==> config.mk <==
export PLATFORM = sky130hd
export DESIGN_NAME = membus_lane_ctrl
export DESIGN_NICKNAME = d
export VERILOG_FILES = /design/src/rtl/membus_pkg.sv /design/src/rtl/membus_lane_steer.sv /design/src/rtl/membus_read_align.sv /design/src/rtl/membus_seq.sv /design/src/rtl/membus_lane_ctrl.sv
export SDC_FILE = /design/constraint.sdc
export NUM_CORES = 1
export LEC_CHECK = 0
export BUFFER_PORTS_ARGS = -buffer_cell sky130_fd_sc_hd__clkbuf_2
export CORE_UTILIZATION = 46
export DETAILED_ROUTE_END_ITERATION = 10
export GPL_TIMING_DRIVEN = 1
export PLACE_DENSITY = 0.84
export SKIP_LAST_GASP = 1
export SYNTH_ARGS = -nofsm -noshare
export SYNTH_HDL_FRONTEND = slang
export SYNTH_SLANG_ARGS = --single-unit
==> constraint.sdc <==
create_clock -name clk -period 1.75 [get_ports clk]
set_input_delay 0.2625 -clock clk [delete_from_list [all_inputs] [get_ports clk]]
set_output_delay 0.2625 -clock clk [all_outputs]
set_load 0.02 [all_outputs]
==> src/rtl/membus_pkg.sv <==
package membus_pkg;
  typedef enum logic {ST_IDLE, ST_STROBE} seq_state_t;

  // active-high strobe enables, inverted at the pins
  typedef struct packed {
    logic rd;
    logic wrh;
    logic wrl;
  } strobe_t;
endpackage

==> src/rtl/membus_lane_steer.sv <==
module membus_lane_steer
  import membus_pkg::*;
#(
  parameter int LANE_W = 8
) (
  input  logic                  addr0,
  input  logic                  write,
  input  logic                  word,
  input  logic [2*LANE_W-1:0]   wdata,
  output strobe_t               en,
  output logic                  misaligned,
  output logic [2*LANE_W-1:0]   wdata_lane
);
  localparam int DATA_W = 2 * LANE_W;

  logic [DATA_W-1:0] byte_dup;

  // a byte write copies its byte to both lanes; only one strobe fires
  genvar g;
  generate
    for (g = 0; g < 2; g++) begin : g_dup
      assign byte_dup[g*LANE_W +: LANE_W] = wdata[LANE_W-1:0];
    end
  endgenerate

  always_comb begin
    misaligned = word & addr0;
    en.rd      = ~write;
    en.wrh     = write & (word | ~addr0);
    en.wrl     = write & (word | addr0);
    wdata_lane = word ? wdata : byte_dup;
  end
endmodule

==> src/rtl/membus_read_align.sv <==
module membus_read_align #(
  parameter int LANE_W = 8
) (
  input  logic                  word,
  input  logic                  addr0,
  input  logic [2*LANE_W-1:0]   bus,
  output logic [2*LANE_W-1:0]   data
);
  localparam int DATA_W = 2 * LANE_W;

  logic [LANE_W-1:0] sel;

  always_comb begin
    sel  = addr0 ? bus[LANE_W-1:0] : bus[DATA_W-1:LANE_W];
    data = word ? bus : {{LANE_W{1'b0}}, sel};
  end
endmodule

==> src/rtl/membus_seq.sv <==
module membus_seq
  import membus_pkg::*;
(
  input  logic    clk,
  input  logic    rst,
  input  logic    req_valid,
  input  logic    misaligned,
  input  strobe_t req_en,
  output logic    accept,
  output strobe_t act_q,
  output logic    done_q,
  output logic    err_q,
  output logic    capture
);
  seq_state_t state_q;
  logic       idle;

  always_comb begin
    idle    = (state_q == ST_IDLE);
    accept  = req_valid & idle & ~misaligned;
    capture = (state_q == ST_STROBE) & act_q.rd;
  end

  always_ff @(posedge clk) begin
    if (rst) begin
      state_q <= ST_IDLE;
      act_q   <= '0;
      done_q  <= 1'b0;
      err_q   <= 1'b0;
    end else begin
      done_q <= (state_q == ST_STROBE);
      err_q  <= req_valid & idle & misaligned;
      if (accept) begin
        state_q <= ST_STROBE;
        act_q   <= req_en;
      end else begin
        state_q <= ST_IDLE;
        act_q   <= '0;
      end
    end
  end
endmodule

==> src/rtl/membus_lane_ctrl.sv <==
module membus_lane_ctrl
  import membus_pkg::*;
#(
  parameter int ADDR_W = 24,
  parameter int LANE_W = 8
) (
  input  logic                  clk,
  input  logic                  rst,
  input  logic                  req_valid,
  input  logic [ADDR_W-1:0]     req_addr,
  input  logic                  req_write,
  input  logic                  req_word,
  input  logic [2*LANE_W-1:0]   req_wdata,
  output logic [ADDR_W-2:0]     mem_addr,
  output logic                  mem_rd_n,
  output logic                  mem_wrh_n,
  output logic                  mem_wrl_n,
  output logic [2*LANE_W-1:0]   mem_wdata,
  input  logic [2*LANE_W-1:0]   mem_rdata,
  output logic                  rsp_done,
  output logic                  rsp_err,
  output logic [2*LANE_W-1:0]   rsp_rdata
);
  localparam int DATA_W = 2 * LANE_W;

  strobe_t           req_en;
  strobe_t           act_q;
  logic              misaligned;
  logic              accept;
  logic              capture;
  logic              done_q;
  logic              err_q;
  logic [DATA_W-1:0] wdata_lane;
  logic [DATA_W-1:0] rd_aligned;
  logic [ADDR_W-2:0] addr_q;
  logic [DATA_W-1:0] wdata_q;
  logic [DATA_W-1:0] rdata_q;
  logic              word_q;
  logic              a0_q;

  membus_lane_steer #(.LANE_W(LANE_W)) i_steer (
    .addr0      (req_addr[0]),
    .write      (req_write),
    .word       (req_word),
    .wdata      (req_wdata),
    .en         (req_en),
    .misaligned (misaligned),
    .wdata_lane (wdata_lane)
  );

  membus_seq i_seq (
    .clk        (clk),
    .rst        (rst),
    .req_valid  (req_valid),
    .misaligned (misaligned),
    .req_en     (req_en),
    .accept     (accept),
    .act_q      (act_q),
    .done_q     (done_q),
    .err_q      (err_q),
    .capture    (capture)
  );

  membus_read_align #(.LANE_W(LANE_W)) i_align (
    .word  (word_q),
    .addr0 (a0_q),
    .bus   (mem_rdata),
    .data  (rd_aligned)
  );

  always_ff @(posedge clk) begin
    if (rst) begin
      addr_q  <= '0;
      wdata_q <= '0;
      word_q  <= 1'b0;
      a0_q    <= 1'b0;
      rdata_q <= '0;
    end else begin
      if (accept) begin
        addr_q  <= req_addr[ADDR_W-1:1];
        wdata_q <= wdata_lane;
        word_q  <= req_word;
        a0_q    <= req_addr[0];
      end
      if (capture) begin
        rdata_q <= rd_aligned;
      end
    end
  end

  assign mem_addr  = addr_q;
  assign mem_wdata = wdata_q;
  assign mem_rd_n  = ~act_q.rd;
  assign mem_wrh_n = ~act_q.wrh;
  assign mem_wrl_n = ~act_q.wrl;
  assign rsp_done  = done_q;
  assign rsp_err   = err_q;
  assign rsp_rdata = rdata_q;
endmodule

---- Word-level counts from Yosys, hierarchy flattened ----
Cells that the tools add are included.
cells by class
  multiplexer cells ....................... 4
  bitwise gates (word level) .............. 17
  reduce and logical (&&, ||, !) cells .... 1
operators by type and width
  kind                number
  two-way mux 16 bit  2
  two-way mux 8 bit   1
  inverter 1 bit      8
  bitwise AND 1 bit   7
  bitwise OR 1 bit    2
  OR reduction 2 bit  1
  two-way mux 1 bit   1
storage, ports and cells
  flip-flop bits (word level) ............. 63
  output and inout bits ................... 60
  word-level logic and storage cells ...... 33

---- Longest topological paths before layout ----
  depth in word-level cells ............... 5
  gate-level depth with buffers ........... 5

---- Modules after synthesis ----
A second synthesis with hierarchy kept.
second synthesis, totals
  cell total of the unflattened synthesis .. 241
  area, all modules ....................... 2660.1 um^2
by module, submodules not included
  module             instances  cells an instance  area an instance (um^2)  seq. area each (um^2)
  membus_lane_ctrl   1          187                2087.0                   1141.1
  membus_lane_steer  1          23                 215.2                    0.0
  membus_seq         1          14                 196.4                    120.1
  membus_read_align  1          17                 161.4                    0.0

---- Worst setup path before layout ----
No wires, ideal clock.
  path type ............................... register -> register
  start point ............................. register i_seq.state_q
  end point ............................... register wdata_q[10], in the netlist mem_wdata[10]
  data arrival time ....................... 1.017 ns
  required time ........................... 1.609 ns
  path slack .............................. 0.591 ns
  cell stages (with the launch flop) ...... 5
  period minus slack after synthesis ...... 1.159 ns
  cell sequence ........................... dfxtp_1 > nand2b_1 > buf_4 > nor2_1 > a211oi_1
between the ends
  cells in the longest elaborated chain, start to end .. 3
ends and longest elaborated chain
  what                             line                    text
  start, declared                  membus_seq.sv:15        seq_state_t state_q;
  start signal, assigned           membus_seq.sv:26        state_q <= ST_IDLE;
  start signal, assigned           membus_seq.sv:34        state_q <= ST_STROBE;
  start signal, assigned           membus_seq.sv:37        state_q <= ST_IDLE;
  inverter 1 bit                   membus_seq.sv:19        idle = (state_q == ST_IDLE);
  bitwise AND 1 bit (2 in series)  membus_seq.sv:20        accept = req_valid & idle & ~misaligned;
  end signal, assigned             membus_lane_ctrl.sv:81  wdata_q <= wdata_lane;
  end, declared                    membus_lane_ctrl.sv:36  logic [DATA_W-1:0] wdata_q;
No other way between the ends.
A chain may end at the register's enable or synchronous reset.

---- Worst setup path in the final report ----
  start point ............................. register i_seq.state_q
  end point ............................... register wdata_q[15], in the netlist mem_wdata[15]
Same word-level chain as after synthesis.

==> impl_metrics.json <==
{
  "synthMostInstantiatedCell": "dfxtp_1",
  "synthSimpleGateAreaFrac": 0.1608,
  "fp.dieArea_mm2": 0.005711,
  "min_from": "req_write",
  "hold_end": "i_seq.act_q[2]",
  "regToRegSetupSlack_ns": 0.45,
  "startpoint_type": "register",
  "area_growth_pct": 32.16,
  "insertion_delay_ns": 0.32,
  "slew-limit-headroom": 0.6365,
  "max_freq_mhz": 770.4,
  "vdd.ir_drop.worst_mv": 0.5016,
  "synth_fp_nets": 352,
  "finalWirelength_um": 6584,
  "clk_pin_slew_worst_paths_ns": 0.06,
  "grt_max_degree": 41,
  "netlist.area_leader.share": 0.5065,
  "vias": 2589,
  "ys_seq_elements": 63,
  "clock_path_buffers": 2,
  "initial_core_util": 0.4814,
  "synth_commonest_cells": "dfxtp_1, a21oi_1, nand3_1",
  "post_cts_buffers": 0,
  "r2r_end": "mem_wdata[15]",
  "synth_edf_count": 0,
  "numCtsBuffers": 9,
  "final-hold-violation-count": 0,
  "cp_data_required_time_ns": 1.98,
  "antenna_found_initial": 0,
  "yosysSeqAreaShare": 0.5065,
  "cts_resized": 0,
  "syn_area_mm2": 0.002490,
  "grt_setup_unrepaired": "no",
  "htreeDepth": 3,
  "period_share": 0.7418,
  "cts-hold-fix-buffers": 0,
  "avgSynthCellArea_um2": 8.556,
  "cts_tree": "yes",
  "postLayoutCellArea_mm2": 0.003291,
  "die_width_um": 75.57,
  "dpl.hpwl_um": 4693,
  "std_cell_rows": 26,
  "tns_ns": 0,
  "seqCellArea_mm2": 0.001261,
  "syn_inst": 291,
  "die_y_um": 75.57,
  "synthTopCellsByArea": "dfxtp_1, a21oi_1, nand3_1",
  "yosysTopAreaCell": "dfxtp_1",
  "finClkSkew_ns": 0.006926,
  "synth_mux_area_frac": 0.03216,
  "grt_pass1_wl_um": 9936,
  "hold_class": "primary input to register",
  "vias_per_cell": 5.439,
  "hold_depth": 2,
  "port_buffers": 120,
  "status": "completed",
  "crit_type": "register to register",
  "power.leakage_nw": 1.446,
  "ys_warn_count": 0,
  "clock-sinks": 63,
  "tightest_slew_ns": 0.5445,
  "cp.arrival_ns": 1.53,
  "diodes": 0,
  "place_area_mm2": 0.003127,
  "wl_per_cell_um": 13.83,
  "gr-usage-all-layers": 0.2301,
  "drive_gt1_frac": 0.3596,
  "synth_xor_xnor_area_share": 0.003518,
  "critPathMaxFanout": 35,
  "cap_violations": 0,
  "ys_types": 26,
  "grt_overflow": 0,
  "end_kind": "register",
  "synth_compound_area_frac": 0.2276,
  "multiInputGateArea_mm2": 0.001059,
  "synth_top_family_by_area": "compound AO/OA/AOI/OAI gates",
  "min_period_ns": 1.298,
  "grt_pass1_vias": 2226,
  "setup_viol": 0,
  "detailedRoute.firstIterationViolations": 128,
  "setup_ws_ns": 0.4519,
  "cts.root.buffer_cell": "clkbuf_8",
  "power_density_mw_per_mm2": 935.8,
  "synthAdderAreaFrac": 0,
  "drc_errors": 0,
  "maxSlewViolCount": 0,
  "r2r_cells": 4,
  "instances_no_fill": 476,
  "io_pins": 121,
  "drtPass1Iterations": 4,
  "core-area_mm2": 0.005172,
  "dp.cells": 462,
  "r2r_start": "i_seq.state_q",
  "finalNetCount": 464,
  "final_util": 0.6362,
  "place.gp.congestion": 0.7566,
  "synth-main-ff-cell": "dfxtp_1",
  "ant_nets": 0,
  "fill_cells": 458,
  "pre_cts_ws_ns": 0.4172,
  "async_reset_ff_frac": 0
}
## worst max-delay path: stages, from the launching register on
cell and delay (ns):
dfxtp_1 0.36, nor2b_2 0.28, buf_12 0.23, a21oi_1 0.09
a211oi_1 0.23
## worst max-delay path by stage
stage,from,to,slack (ns),cells past startpoint
2_1_floorplan,i_seq.state_q,mem_wdata[10],0.59,4
3_3_place_gp,req_word,mem_wdata[9],0.47,4
3_5_place_dp,req_valid,mem_wdata[10],0.42,5
4_1_cts,i_seq.state_q,mem_wdata[15],0.44,4
5_1_grt,i_seq.state_q,mem_wdata[15],0.28,4
6_report,i_seq.state_q,mem_wdata[15],0.45,4
## placed cells by master (no fill, tap or decap)
cell,count
clkbuf_2,120
dfxtp_1,63
a21oi_1,47
nand3_1,39
o21ai_0,36
nand2_1,19
nor2_1,11
clkbuf_8,11
buf_4,9
mux2i_1,8
a211oi_1,8
a311oi_1,7
nor3_1,5
inv_1,3
o21ai_1,3
nor3b_1,2
clkbuf_1,2
buf_12,2
nor2b_2,1
and2_0,1
nand2b_1,1
and2_1,1
nor2_2,1
a311oi_2,1
nor2b_1,1
xor2_1,1
nor4b_1,1
nor4_1,1
clkinv_2,1
## report_power, final
part           internal, W  leakage [nW]  switching (W)
sequential         0.00150         0.515      0.0000431
clock             0.000575        0.0854       0.000495
combinational     0.000181         0.846       0.000284
total              0.00226          1.45       0.000822
## layer usage
layer / vias up / global-route usage / share of wire
met2: 110 / 0.3800 / 0.49
met4: 0 / 0.08848 / 0.014
met5: - / 0 / 0
li1: 1266 / - / -
met1: 1206 / 0.2863 / 0.43
met3: 7 / 0.06349 / 0.069
## cells by family (layout without fill, tap and decap cells)
family,Yosys count,in the layout
flops,63,63
mux,8,8
buf+inv,33,148
compound gates,102,102
xor+xnor,1,1
simple gates,84,84
## layout make-up
class,count,area share
Clock buffer,13,0.04829
Multi-Input combinational cell,195,0.3217
Inverter,3,0.003422
Clock inverter,1,0.001521
Timing Repair Buffer,131,0.2152
Sequential cell,63,0.3833
Tap cell,70,0.02662
## through the flow
step / hold WS [ns] / total power, W
finish: 0.1384 / 0.003079
global route: 0.1517 / 0.003216
CTS: 0.1262 / 0.003100
detailed placement: 0.4439 / 0.002039
global placement: 0.4401 / 0.002028
floorplan: 0.3392 / 0.001849
## flip-flops by register name, indices dropped and copies added, names as in the netlist
register       cells
a0_q               1
i_seq.act_q        3
i_seq.done_q       1
i_seq.err_q        1
i_seq.state_q      1
mem_addr          23
mem_wdata         16
rsp_rdata         16
word_q             1
No activity file was read; power rests on OpenSTA's default activity.
